File: src/rtl/trc_pkg.sv
package trc_pkg;

  typedef enum logic [1:0] {
    TRG_MARKER  = 2'd0,
    TRG_GAP     = 2'd1,
    TRG_MIDLINE = 2'd2,
    TRG_NONE    = 2'd3
  } trg_mode_e;

  typedef enum logic [1:0] {
    ST_IDLE = 2'd0,
    ST_WAIT = 2'd1,
    ST_POST = 2'd2,
    ST_HOLD = 2'd3
  } cap_state_e;

endpackage

File: src/rtl/trc_probe_stage.sv
module trc_probe_stage #(
  parameter int                DATA_W = 8,
  parameter logic [DATA_W-1:0] MARKER = 8'hBC,
  parameter int                HS_WIN = 3,
  parameter int                GAP_W  = 8
) (
  input  logic              clk,
  input  logic              rst_n,
  input  logic [DATA_W-1:0] in_data,
  input  logic              in_valid,
  input  logic              in_hsync,
  input  logic              in_vsync,
  input  logic [GAP_W-1:0]  cfg_gap,
  output logic [DATA_W+2:0] smp,
  output logic              ev_marker,
  output logic              ev_gap,
  output logic              ev_midline,
  output logic              ev_vs_rise
);
  localparam int               AGE_W   = $clog2(HS_WIN + 1);
  localparam logic [AGE_W-1:0] AGE_SAT = AGE_W'(HS_WIN);
  localparam logic [GAP_W-1:0] GAP_SAT = '1;

  // one register stage on every probe
  logic [DATA_W-1:0] p_data;
  logic              p_valid, p_hs, p_vs;
  // history of the registered stream
  logic              valid_d, vs_d, line_act;
  logic [AGE_W-1:0]  hs_age;
  logic [GAP_W-1:0]  gap_cnt;

  function automatic logic [AGE_W-1:0] age_next(input logic hs, input logic [AGE_W-1:0] age);
    if (hs)                 return '0;
    else if (age != AGE_SAT) return age + 1'b1;
    else                    return age;
  endfunction

  function automatic logic [GAP_W-1:0] gap_next(input logic vld, input logic [GAP_W-1:0] cnt);
    if (vld)                return '0;
    else if (cnt != GAP_SAT) return cnt + 1'b1;
    else                    return cnt;
  endfunction

  always_ff @(posedge clk) begin
    if (!rst_n) begin
      p_data   <= '0;
      p_valid  <= 1'b0;
      p_hs     <= 1'b0;
      p_vs     <= 1'b0;
      valid_d  <= 1'b0;
      vs_d     <= 1'b0;
      line_act <= 1'b0;
      hs_age   <= AGE_SAT;
      gap_cnt  <= '0;
    end else begin
      p_data   <= in_data;
      p_valid  <= in_valid;
      p_hs     <= in_hsync;
      p_vs     <= in_vsync;
      valid_d  <= p_valid;
      vs_d     <= p_vs;
      hs_age   <= age_next(p_hs, hs_age);
      gap_cnt  <= gap_next(p_valid, gap_cnt);
      if (p_hs)         line_act <= 1'b0;
      else if (p_valid) line_act <= 1'b1;
    end
  end

  assign smp        = {p_hs, p_vs, p_valid, p_data};
  // hs_age = distance to last hsync minus one
  assign ev_marker  = valid_d && !p_valid && (p_data == MARKER) && !p_hs && (hs_age < AGE_SAT);
  assign ev_gap     = !p_valid && (gap_cnt == cfg_gap);
  assign ev_vs_rise = p_vs && !vs_d;
  assign ev_midline = ev_vs_rise && line_act;

endmodule

File: src/rtl/trc_trigger_sel.sv
module trc_trigger_sel
  import trc_pkg::*;
(
  input  logic [1:0] cfg_mode,
  input  logic       ev_marker,
  input  logic       ev_gap,
  input  logic       ev_midline,
  output logic       hit
);
  always_comb begin
    case (trg_mode_e'(cfg_mode))
      TRG_MARKER:  hit = ev_marker;
      TRG_GAP:     hit = ev_gap;
      TRG_MIDLINE: hit = ev_midline;
      default:     hit = 1'b0;
    endcase
  end
endmodule

File: src/rtl/trc_ring_buf.sv
module trc_ring_buf #(
  parameter int DEPTH = 32,
  parameter int SMP_W = 11,
  localparam int AW   = $clog2(DEPTH)
) (
  input  logic             clk,
  input  logic             rst_n,
  input  logic             wr_en,
  input  logic [SMP_W-1:0] wr_data,
  output logic [AW-1:0]    wr_ptr,
  input  logic [AW-1:0]    rd_base,
  input  logic [AW-1:0]    rd_idx,
  output logic [SMP_W-1:0] rd_data
);
  logic [SMP_W-1:0] mem [DEPTH];

  // depth is a power of two, so the sum wraps by truncation
  function automatic logic [AW-1:0] ring_add(input logic [AW-1:0] a, input logic [AW-1:0] b);
    return a + b;
  endfunction

  always_ff @(posedge clk) begin
    if (!rst_n)     wr_ptr <= '0;
    else if (wr_en) wr_ptr <= ring_add(wr_ptr, AW'(1));
  end

  always_ff @(posedge clk) begin
    if (wr_en) mem[wr_ptr] <= wr_data;
  end

  assign rd_data = mem[ring_add(rd_base, rd_idx)];

endmodule

File: src/rtl/trace_capture.sv
module trace_capture
  import trc_pkg::*;
#(
  parameter int          DATA_W = 8,
  parameter int          DEPTH  = 32,
  parameter int          HS_WIN = 3,
  parameter int          GAP_W  = 8,
  parameter logic [7:0]  MARKER = 8'hBC,
  localparam int         AW     = $clog2(DEPTH),
  localparam int         SMP_W  = DATA_W + 3
) (
  input  logic              clk,
  input  logic              rst_n,
  input  logic [DATA_W-1:0] probe_data,
  input  logic              probe_valid,
  input  logic              probe_hsync,
  input  logic              probe_vsync,
  input  logic              cmd_arm,
  input  logic              cmd_abort,
  input  logic [1:0]        cfg_mode,
  input  logic              cfg_two_stage,
  input  logic [AW-1:0]     cfg_pre,
  input  logic [AW-1:0]     cfg_post,
  input  logic [GAP_W-1:0]  cfg_gap,
  input  logic [AW-1:0]     rd_idx,
  output logic [SMP_W-1:0]  rd_sample,
  output logic              sts_armed,
  output logic              sts_stage2,
  output logic              sts_triggered,
  output logic              sts_done,
  output logic [AW-1:0]     sts_pre_valid
);
  localparam logic [AW-1:0] FILL_MAX = AW'(DEPTH - 1);

  cap_state_e       state;
  logic             stage2_ok;
  logic [AW-1:0]    fill, pre_valid, post_left, trig_addr;

  logic [SMP_W-1:0] smp;
  logic             ev_marker, ev_gap, ev_midline, ev_vs_rise;
  logic             trig_hit;
  logic             fire_evt;
  logic             wr_en;
  logic [AW-1:0]    wr_ptr;
  logic [AW-1:0]    rd_base;

  function automatic logic [AW-1:0] pre_take(input logic [AW-1:0] have, input logic [AW-1:0] want);
    return (have < want) ? have : want;
  endfunction

  trc_probe_stage #(
    .DATA_W(DATA_W), .MARKER(DATA_W'(MARKER)), .HS_WIN(HS_WIN), .GAP_W(GAP_W)
  ) u_probe (
    .clk(clk), .rst_n(rst_n),
    .in_data(probe_data), .in_valid(probe_valid),
    .in_hsync(probe_hsync), .in_vsync(probe_vsync),
    .cfg_gap(cfg_gap), .smp(smp),
    .ev_marker(ev_marker), .ev_gap(ev_gap),
    .ev_midline(ev_midline), .ev_vs_rise(ev_vs_rise)
  );

  trc_trigger_sel u_sel (
    .cfg_mode(cfg_mode), .ev_marker(ev_marker), .ev_gap(ev_gap),
    .ev_midline(ev_midline), .hit(trig_hit)
  );

  assign wr_en    = (state == ST_WAIT) || (state == ST_POST);
  assign fire_evt = (state == ST_WAIT) && stage2_ok && trig_hit;
  assign rd_base  = trig_addr - pre_valid;

  trc_ring_buf #(.DEPTH(DEPTH), .SMP_W(SMP_W)) u_buf (
    .clk(clk), .rst_n(rst_n),
    .wr_en(wr_en), .wr_data(smp), .wr_ptr(wr_ptr),
    .rd_base(rd_base), .rd_idx(rd_idx), .rd_data(rd_sample)
  );

  always_ff @(posedge clk) begin
    if (!rst_n) begin
      state     <= ST_IDLE;
      stage2_ok <= 1'b0;
      fill      <= '0;
      pre_valid <= '0;
      post_left <= '0;
      trig_addr <= '0;
    end else if (cmd_abort) begin
      state     <= ST_IDLE;
      stage2_ok <= 1'b0;
    end else if (cmd_arm) begin
      state     <= ST_WAIT;
      stage2_ok <= !cfg_two_stage;
      fill      <= '0;
      pre_valid <= '0;
    end else begin
      case (state)
        ST_WAIT: begin
          if (fire_evt) begin
            trig_addr <= wr_ptr;
            pre_valid <= pre_take(fill, cfg_pre);
            post_left <= cfg_post;
            state     <= (cfg_post == '0) ? ST_HOLD : ST_POST;
          end else begin
            if (ev_vs_rise)        stage2_ok <= 1'b1;
            if (fill != FILL_MAX)  fill      <= fill + 1'b1;
          end
        end
        ST_POST: begin
          post_left <= post_left - 1'b1;
          if (post_left == AW'(1)) state <= ST_HOLD;
        end
        default: ;
      endcase
    end
  end

  assign sts_armed     = (state == ST_WAIT);
  assign sts_stage2    = (state == ST_WAIT) && stage2_ok;
  assign sts_triggered = (state == ST_POST) || (state == ST_HOLD);
  assign sts_done      = (state == ST_HOLD);
  assign sts_pre_valid = pre_valid;

endmodule

File: config.mk
export PLATFORM = sky130hd
export DESIGN_NAME = trace_capture
export DESIGN_NICKNAME = d
export VERILOG_FILES = /design/src/rtl/trc_pkg.sv /design/src/rtl/trc_probe_stage.sv /design/src/rtl/trc_trigger_sel.sv /design/src/rtl/trc_ring_buf.sv /design/src/rtl/trace_capture.sv
export SDC_FILE = /design/constraint.sdc
export NUM_CORES = 1
export LEC_CHECK = 0
export ABC_AREA = 1
export BUFFER_PORTS_ARGS = -buffer_cell sky130_fd_sc_hd__clkbuf_2
export CAP_MARGIN = 20
export CELL_PAD_IN_SITES_DETAIL_PLACEMENT = 1
export CELL_PAD_IN_SITES_GLOBAL_PLACEMENT = 2
export CORE_ASPECT_RATIO = 0.7
export CORE_MARGIN = 8
export CORE_UTILIZATION = 40
export DETAILED_ROUTE_END_ITERATION = 6
export GPL_ROUTABILITY_DRIVEN = 0
export PLACE_DENSITY = 0.75
export SYNTH_ARGS = -nofsm -noshare
export SYNTH_HDL_FRONTEND = slang
export SYNTH_HIERARCHICAL = 1
export SYNTH_SLANG_ARGS = --single-unit
File: constraint.sdc
create_clock -name clk -period 7.3 [get_ports clk]
set_input_delay 0.365 -clock clk [delete_from_list [all_inputs] [get_ports clk]]
set_output_delay 0.365 -clock clk [all_outputs]
set_load 0.02 [all_outputs]
==> results of run 1 <==
==> cell usage after synthesis (all sizes together) <==
| master | instances |
|---|---|
| nand2 | 578 |
| edfxtp | 352 |
| nand3 | 315 |
| inv | 243 |
| buf | 76 |
| nor2 | 74 |
| dfxtp | 52 |
| a21oi | 32 |
| ha | 25 |
| o21ai | 22 |
| nand4 | 11 |
| xnor2 | 7 |
| clkbuf | 6 |
| nor3 | 6 |
| xor2 | 5 |
| a31oi | 3 |
| a211oi | 2 |
| clkinv | 2 |
| fa | 2 |
| nand3b | 2 |
| a221oi | 1 |
| mux2i | 1 |
| nor4 | 1 |
| or2 | 1 |
==> cell type report <==
type	count	area share, %
sequential	404	56.9
inverter	245	4.56
timing repair buffer	112	3.63
clock buffer	55	5.81
multi-input combinational	1088	24.5
clock inverter	27	0.877
tap	603	3.70
==> critical path: cells and delay by family (launching register included) <==
family	cells	cell delay [ns]
fa+ha+maj	3	1.56
buf+inv	7	2.03
flops	1	0.30
simple gates	6	0.64
==> power breakdown <==
group          total, mW  internal, mW  switching (mW)
Clock               2.13          1.22           0.908
Combinational      0.349        0.0913           0.258
Sequential          2.53          2.52         0.00860
==> state kept, by name, summed over array words and instances (netlist names), 2 cells and up <==
register         cells
fill                 5
u_probe/gap_cnt      8
post_left            5
u_probe/hs_age       2
sts_pre_valid        5
u_buf/wr_ptr         5
trig_addr            5
state                2
u_probe/p_data       8
u_buf/mem          352
==> through the flow <==
stage / hold WS, ns / total power [mW]
after floorplan: 0.421 / 2.79
after global placement: 0.448 / 2.92
after detailed placement: 0.459 / 2.93
after CTS: 0.000607 / 5.07
after global routing: 0.00803 / 5.19
final: 0.0177 / 5.01
==> repair_timing <==
item                      in CTS  in global routing
setup buffers                  0                  0
hold buffers                   7                  0
hold endpoints to repair       7                  0
==> per-layer routing <==
layer | up-vias | GRT usage [%] | share of wire, %
li1 | 6156 | - | -
met1 | 6458 | 30.1 | 49
met2 | 267 | 30.8 | 44
met3 | 59 | 3.31 | 4.8
met4 | 2 | 4.38 | 1.9
met5 | - | 0 | 0.015
==> cell families after synthesis <==
group                      synth area share (%)
adders and majority gates                  1.95
AOI/OAI and AO/OA                          1.79
DFF                                        64.3
muxes                                    0.0554
xor gates and xnor gates                  0.582
buffers and inverters                      8.12
and+or+nand+nor                            23.2
==> final timing paths <==
kind	from	to	slack (ns)	depth (start not counted)
setup / recovery	trig_addr[0]	rd_sample[9]	1.82	16
hold / removal	cfg_two_stage	stage2_ok	0.02	2
setup reg to reg	state[0]	u_buf/mem[9][2]	4.37	5
hold reg to reg	u_probe/line_act	u_probe/line_act	0.46	2
==> results.yml, run 1 <==
status:
  outcome: "completed"
detailed_routing:
  drcViolationCount: 0
  vias_per_cell: 5.11
  wirelength_mm: 53.9
  ant_nets: 0
  routedWlPerCell_microns: 21.3
  drt-initial-drc-count: 1005
  vias: 12942
  drt_pass1_iterations: 5
layout:
  multiInputGateArea_sq_um: 5000
  nets: 1963
  stdcell_count: 2534
  fin_util_pct: 45.5
  area_growth_syn_to_layout_pct: 13.0
  num-fill-cells: 4992
  regArea_sq_um: 11600
  drive_above_1_share_pct: 9.43
  stdcell_area_sq_um: 20400
  layout_common_cells: "nand2_1, edfxtp_1, nand3_1"
  diodes: 0
  final_common_cell: "nand2_1"
synth:
  ys_warn_count: 6
  synth_area_leader_cell: "edfxtp_1"
  synth_cell_types: 39
  synth_area_per_cell_sq_um: 9.93
  yosys_register_bits: 404
  syn-cell-area_sq_um: 18100
  ys_top_cells_by_area: "edfxtp_1, nand2_1, nand3_1, dfxtp_1, inv_1"
  syn-num-nets: 1887
  synth.yosys.seq_area_share_pct: 64.3
  synthCells: 1819
  synth_top_area_share_pct: 58.5
timing:
  max_freq_mhz: 183
  fin_crit_ns: 5.48
  rsz0062_at_grt: "false"
  finalWorstSetupSlack_ns: 1.82
  hold_viol: 0
  setup_tns_ns: 0
  fin_skew_ns: 0.0162
  worst_pin_slew_ns: 1.14
  finalCritPeriodShare_pct: 75.0
  final_max_slew_viol_count: 0
  setup_viol: 0
  slew_headroom_pct: 23.8
run:
  max_cap_viol_count: 0
place:
  placed_cell_area_sq_um: 18900
  numPlacedInstances: 2435
  io_buffer_count: 60
  dp_hpwl_mm: 33.8
  post-place-ws_ns: 2.39
pwr:
  p_per_area_nw_per_um2: 245
  peakVddDrop_mv: 0.168
  p_leak_nw: 8.48
worst_setup_path:
  cp.required_ns: 6.93
  critPathMaxFanout: 48
  cpPeakStageDelay_ns: 0.89
  cp-end-kind: "output port"
  worstPathCellList: "inv_1 -> ha_1 -> inv_1 -> fa_1 -> inv_1 -> fa_4 -> inv_2 -> buf_4 -> buf_4 -> nand3_1 -> nand2_1 -> nand2_1 -> nand3_1 -> nand3_1 -> nand2_1 -> clkbuf_2"
  worst_setup_path_start_kind: "flop"
  criticalPathCategory: "reg -> out"
  cp.arrival_ns: 5.11
  critPathSlowestCell: "fa_4"
clock_tree:
  ctsResizeCount: 0
  clk_pin_slew_ns: 0.06
  cts_tree: "done"
  cts_buffers: 44
  clock_latency_ns: 0.55
  cts_sinks: 404
  cts_max_path_buffers: 3
  htreeDepth: 2
  clock-root-buffer: "clkbuf_16"
global_route:
  grt_use_total_pct: 20.3
  grt_pass1_wl_mm: 82.0
  antenna_found_initial: 2
  globalRouteOverflowTotal: 0
  grt_pass1_vias: 12980
  grt_max_degree: 93
floorplan:
  core_area_sq_um: 44800
  die_x_microns: 270
  die-area_sq_um: 52300
  die_h_microns: 194
  io_pins: 61
  start_util_pct: 40.3
  rows: 65
hold_path:
  min_path_type: "in -> reg"
(Power assumes the default switching activity.)
==> run 2: changes to the inputs <==
- clock period: 7.3 -> 5.41 ns (I/O delays scaled with it)
==> results.yml, run 2 (synthesis results as in run 1) <==
detailed_routing:
  drt-initial-drc-count: 1040
  ant_nets: 0
  routedWlPerCell_microns: 21.1
  drt_pass1_iterations: 5
  wirelength_mm: 53.6
  drcViolationCount: 0
  vias: 12979
  vias_per_cell: 5.11
pwr:
  p_switching_mw: 1.57
  p_sw_share_pct: 23.1
  finalPower_mw: 6.80
  p_comb_share_pct: 7.1
  peakVddDrop_mv: 0.239
  power_frac_clock_pct: 42.7
  p_leak_nw: 8.54
  p_per_area_nw_per_um2: 331
  p_int_mw: 5.23
  p_seq_share_pct: 50.2
floorplan:
  die-area_sq_um: 52300
  core_area_sq_um: 44800
  start_util_pct: 40.3
  io_pins: 61
  rows: 65
  die_x_microns: 270
  die_h_microns: 194
worst_setup_path:
  critPathMaxFanout: 22
  criticalPathCategory: "reg -> out"
  critPathSlowestCell: "fa_4"
  cp.required_ns: 5.14
  cp-end-kind: "output port"
  reg2regPathDepth: 6
  worst_setup_path_start_kind: "flop"
  worstPathCellList: "inv_1 -> ha_1 -> inv_1 -> fa_1 -> inv_1 -> fa_4 -> inv_2 -> buf_4 -> nand3_1 -> nand2_1 -> nand2_1 -> nand3_1 -> nand3_1 -> nand2_1 -> clkbuf_2"
  rr_endpoint: "u_buf/mem[6][4]"
  cp.arrival_ns: 4.32
  cpPeakStageDelay_ns: 0.82
  r2r_setup_slack_ns: 2.64
  r2r-start: "state[0]"
place:
  dp_hpwl_mm: 32.7
  io_buffer_count: 60
clock_tree:
  cts_tree: "done"
  clock-root-buffer: "clkbuf_16"
  cts_sinks: 404
  ctsResizeCount: 0
  clock_latency_ns: 0.55
  htreeDepth: 2
  cts_max_path_buffers: 3
  cts_buffers: 42
  clk_pin_slew_ns: 0.06
timing:
  final_max_slew_viol_count: 0
  fin_skew_ns: 0.0135
  setup_viol: 0
  setup_tns_ns: 0
  worst_pin_slew_ns: 1.18
  hold_viol: 0
  max_freq_mhz: 218
  fin_crit_ns: 4.59
  finalCritPeriodShare_pct: 84.9
  rsz0062_at_grt: "false"
  slew_headroom_pct: 21.2
global_route:
  grt_pass1_vias: 13262
  use_met3_pct: 2.85
  grt_pass1_wl_mm: 82.3
  grt_util_met1_pct: 30.1
  grtUsageMet2_pct: 31.0
  globalRouteOverflowTotal: 0
  grt_max_degree: 131
  grt_use_total_pct: 20.1
  grt_busiest_layer: "met2"
  antenna_found_initial: 2
layout:
  area_growth_syn_to_layout_pct: 13.8
  fin_util_pct: 45.9
  top_register: "u_buf/mem"
  final_common_cell: "nand2_1"
  largest_reg_flops: 352
  top_regs: "u_buf/mem: 352 flops, u_probe/gap_cnt: 8 flops, u_probe/p_data: 8 flops"
  layout_common_cells: "nand2_1, edfxtp_1, nand3_1"
  drive_above_1_share_pct: 9.72
  nets: 1972
hold_path:
  min_path_type: "in -> reg"
  min_path_cells: 3
  whs_endpoint: "post_left[2]"
  min_from: "cfg_post[2]"
status:
  outcome: "completed"
run:
  max_cap_viol_count: 0
-- run 2: power groups by stage --
stage          clock [mW]  combinational, mW  sequential (mW)
6_report             2.90              0.483             3.41
3_3_place_gp            0              0.465             3.48
5_1_grt              3.08              0.531             3.41
4_1_cts              2.98              0.485             3.41
2_1_floorplan           0              0.279             3.49
3_5_place_dp            0              0.475             3.48
-- run 2: cell type report --
cell class	count	area [sq um]
antenna	1	2.50
clock buffer	51	1110
clock inverter	24	244
fill	4996	24300
inverter	245	930
multi-input combinational	1088	5000
sequential	404	11600
tap	603	754
timing repair buffer	123	900
-- run 2: what timing repair did --
action | in CTS | in global routing
endpoints found under the hold margin | 12 | 0
hold buffers | 12 | 0
buffers inserted | 0 | 0
-- run 2: worst max-delay path by stage --
| stage | startpoint | cells after the start | slack [ns] | to |
|---|---|---|---|---|
| after floorplan | sts_pre_valid[0] | 14 | 2.49 | rd_sample[2] |
| after global placement | trig_addr[0] | 15 | 1.34 | rd_sample[6] |
| after detailed placement | trig_addr[0] | 15 | 1.34 | rd_sample[6] |
| after CTS | sts_pre_valid[0] | 14 | 0.74 | rd_sample[6] |
| after global routing | sts_pre_valid[0] | 14 | 0.60 | rd_sample[2] |
| final | trig_addr[0] | 15 | 0.82 | rd_sample[6] |
-- run 2: worst max-delay path: cells and delay by family (launching register included) --
kind | cells | cell delay [ns]
flops | 1 | 0.30
fa+ha+maj | 3 | 1.48
buf+inv | 6 | 1.16
simple gates | 6 | 0.84
-- run 2: per-layer routing --
metal  vias up  share of wire, %
met4         0               1.7
met1      6490                49
met5         -                 0
met2       278                44
met3        55               4.7
li1       6156                 -
-- run 2: through the flow --
| step | area (sq um) | hold slack, ns | std cells | worst slack (ns) |
|---|---|---|---|---|
| floorplan | 18100 | 0.368 | 1819 | 2.49 |
| global route | 20500 | 0.0952 | 2538 | 0.599 |
| finish | 20500 | 0.0709 | 2539 | 0.817 |
| CTS | 20400 | 0.0244 | 2528 | 0.737 |
| detailed placement | 19000 | 0.460 | 2441 | 1.34 |
| global placement | 18900 | 0.446 | 2432 | 1.34 |
==> run 3: changes to the inputs <==
- ABC_AREA: 1 -> 0
- PLACE_DENSITY: 0.75 -> 0.72
- clock period: 5.41 -> 4.2 ns (I/O delays scaled with it)
==> results.yml, run 3 <==
detailed_routing:
  routedWlPerCell_microns: 26.4
  drt_pass1_iterations: 5
  drcViolationCount: 0
  ant_nets: 0
  wirelength_mm: 52.3
  drt-initial-drc-count: 939
  vias_per_cell: 5.87
  vias: 11620
global_route:
  antenna_found_initial: 0
  grt_use_total_pct: 19.9
  grt_pass1_wl_mm: 76.3
  grt_max_degree: 89
  grt_pass1_vias: 11825
  globalRouteOverflowTotal: 0
synth:
  synth_cell_types: 60
  syn-num-nets: 1300
  yosys_register_bits: 404
  synth_area_leader_cell: "edfxtp_1"
  syn-cell-area_sq_um: 17300
  synth-edff-count: 352
  ys_warn_count: 6
  synth_top_area_share_pct: 60.9
  yosysMostFrequentCell: "edfxtp_1"
  synth_area_per_cell_sq_um: 14.1
  ys_top_cells_by_area: "edfxtp_1, a2111oi_0, nor2b_1, dfxtp_1, mux2i_1"
  synth_common_cells: "edfxtp_1, nor2b_1, a2111oi_0"
  synthArstFlopShare_pct: 0
  synthCells: 1232
  synth-main-ff-cell: "edfxtp_1"
  synth.yosys.seq_area_share_pct: 67.0
pwr:
  p_per_area_nw_per_um2: 398
  peakVddDrop_mv: 0.275
  p_leak_nw: 7.09
timing:
  rsz0062_at_grt: "true"
  slew_headroom_pct: 31.7
  final_max_slew_viol_count: 0
  fin_skew_ns: 0.0137
  worst_pin_slew_ns: 1.02
  fin_crit_ns: 4.51
  hold_viol: 0
  finalWorstSetupSlack_ns: -0.310
  max_freq_mhz: 222
  finalCritPeriodShare_pct: 107
  setup_viol: 11
layout:
  multiInputGateArea_sq_um: 6070
  drive_above_1_share_pct: 26.3
  largest_reg_flops: 352
  area_growth_syn_to_layout_pct: 25.3
  layout_common_cells: "edfxtp_1, nor2b_1, buf_4"
  final_common_cell: "edfxtp_1"
  stdcell_count: 1979
  nets: 1462
  regArea_sq_um: 11600
  top_register: "u_buf/mem"
  top_regs: "u_buf/mem: 352 flops, u_probe/gap_cnt: 8 flops, u_probe/p_data: 8 flops"
  num-fill-cells: 4171
place:
  dp_hpwl_mm: 28.8
  post-place-ws_ns: -0.0528
  io_buffer_count: 60
  numPlacedInstances: 1842
worst_setup_path:
  crit_path_end: "rd_sample[3]"
  r2r-start: "u_probe/hs_age[0]"
  cpPeakStageDelay_ns: 0.82
  crit_family: "adder cells"
  critPathSlowestCell: "fa_4"
  reg2regPathDepth: 9
  critPathLaunch: "trig_addr[0]"
  rr_endpoint: "sts_pre_valid[0]"
  path_depth: 16
  criticalPathCategory: "reg -> out"
  r2r_setup_slack_ns: 0.97
  cp.required_ns: 3.99
  worst_setup_path_start_kind: "flop"
  cp_common_cell: "inv_2"
  cp.arrival_ns: 4.30
  cp-end-kind: "output port"
  worstPathCellList: "inv_2 -> ha_4 -> inv_2 -> fa_1 -> inv_2 -> fa_4 -> buf_12 -> buf_6 -> buf_12 -> buf_4 -> nor2b_1 -> a2111oi_1 -> nor4_1 -> mux2i_1 -> mux2i_1 -> buf_4"
  critPathMaxFanout: 8
  path_buf_inv: 8
floorplan:
  io_pins: 61
  die-area_sq_um: 50400
  core_area_sq_um: 42600
  start_util_pct: 40.7
  die_x_microns: 265
  rows: 63
  die_h_microns: 190
clock_tree:
  cts_tree: "done"
  htreeDepth: 2
  clock_latency_ns: 0.55
  cts_sinks: 404
  clk_pin_slew_ns: 0.06
  cts_max_path_buffers: 3
  clock-root-buffer: "clkbuf_16"
  cts_buffers: 41
run:
  max_cap_viol_count: 0
hold_path:
  min_path_type: "in -> reg"
status:
  outcome: "complete, but fails checks"
  violations: "setup timing"
## run 3: cell types whose count changed after synthesis, moves of 19 or more
cell and delta:
nand2_1 -550, nand3_1 -289, inv_1 -212, nor2b_1 +170
a2111oi_0 +160, mux2i_1 +57, clkbuf_1 +54, nor4_1 +42
buf_2 -25, a21oi_1 -20, and2_1 +19, nor2_1 -19
## run 3: where the power goes
part / total, mW / internal [mW] / switching [mW]
clock: 3.47 / 1.94 / 1.53
sequential: 4.40 / 4.38 / 0.0174
combinational: 0.779 / 0.310 / 0.469
## run 3: through the flow
stage	hold slack [ns]	area, sq um	power (mW)	TNS [ns]	utilization, %
floorplan	0.312	17300	4.80	0	-
global placement	0.404	18800	5.05	-0.0201	44.1
detailed placement	0.407	18800	5.06	-0.120	44.1
CTS	0.0337	21200	8.65	-2.56	49.9
global route	0.0666	21700	8.91	-3.57	51.1
finish	0.0550	21700	8.65	-1.94	51.1
## run 3: worst min-delay path: stages
cell and delay (ns):
clkbuf_2 0.08, nor2b_1 0.13, o311a_1 0.14
## run 3: cell type report
| class | instances | area share, % |
|---|---|---|
| repair buffers | 213 | 9.27 |
| diodes | 2 | 0.0230 |
| inverters | 26 | 0.449 |
| clock buffers | 56 | 5.17 |
| multi-input cells | 708 | 27.9 |
| clock inverters | 18 | 0.541 |
| flip-flops and latches | 404 | 53.4 |
| well taps | 552 | 3.18 |
## run 3: worst min-delay path by stage
stage | cells past startpoint | startpoint | end | slack, ns
after CTS | 3 | cfg_post[1] | post_left[1] | 0.03
final | 3 | cfg_post[1] | post_left[1] | 0.05
after floorplan | 1 | cfg_two_stage | stage2_ok | 0.31
after global routing | 2 | cmd_arm | state[1] | 0.07
after global placement | 2 | cfg_two_stage | stage2_ok | 0.40
after detailed placement | 2 | cfg_two_stage | stage2_ok | 0.41
## run 3: cells by family after synthesis
family | after synthesis | synth area share [%]
xor+xnor | 26 | 1.40
flops | 404 | 67.0
mux | 59 | 3.41
fa+ha+maj | 27 | 2.03
buf+inv | 120 | 3.04
simple gates | 382 | 12.8
compound gates | 214 | 10.3
## run 3: repair_timing
item	CTS	global route
hold endpoints to repair	17	0
pin swaps	19	14
gates cloned	11	2
setup endpoints to repair	11	11
resized for setup	125	155
buffers inserted	32	5
hold buffers	17	0
## run 3: routing by layer
layer / GRT usage [%] / vias up / routed length, microns / part of all wire [%]
met5: 0 / - / 0 / 0
met4: 4.60 / 0 / 1010 / 1.9
met3: 3.83 / 76 / 2930 / 5.6
met2: 31.4 / 328 / 24000 / 46
met1: 28.5 / 6055 / 24300 / 47
li1: - / 5161 / - / -
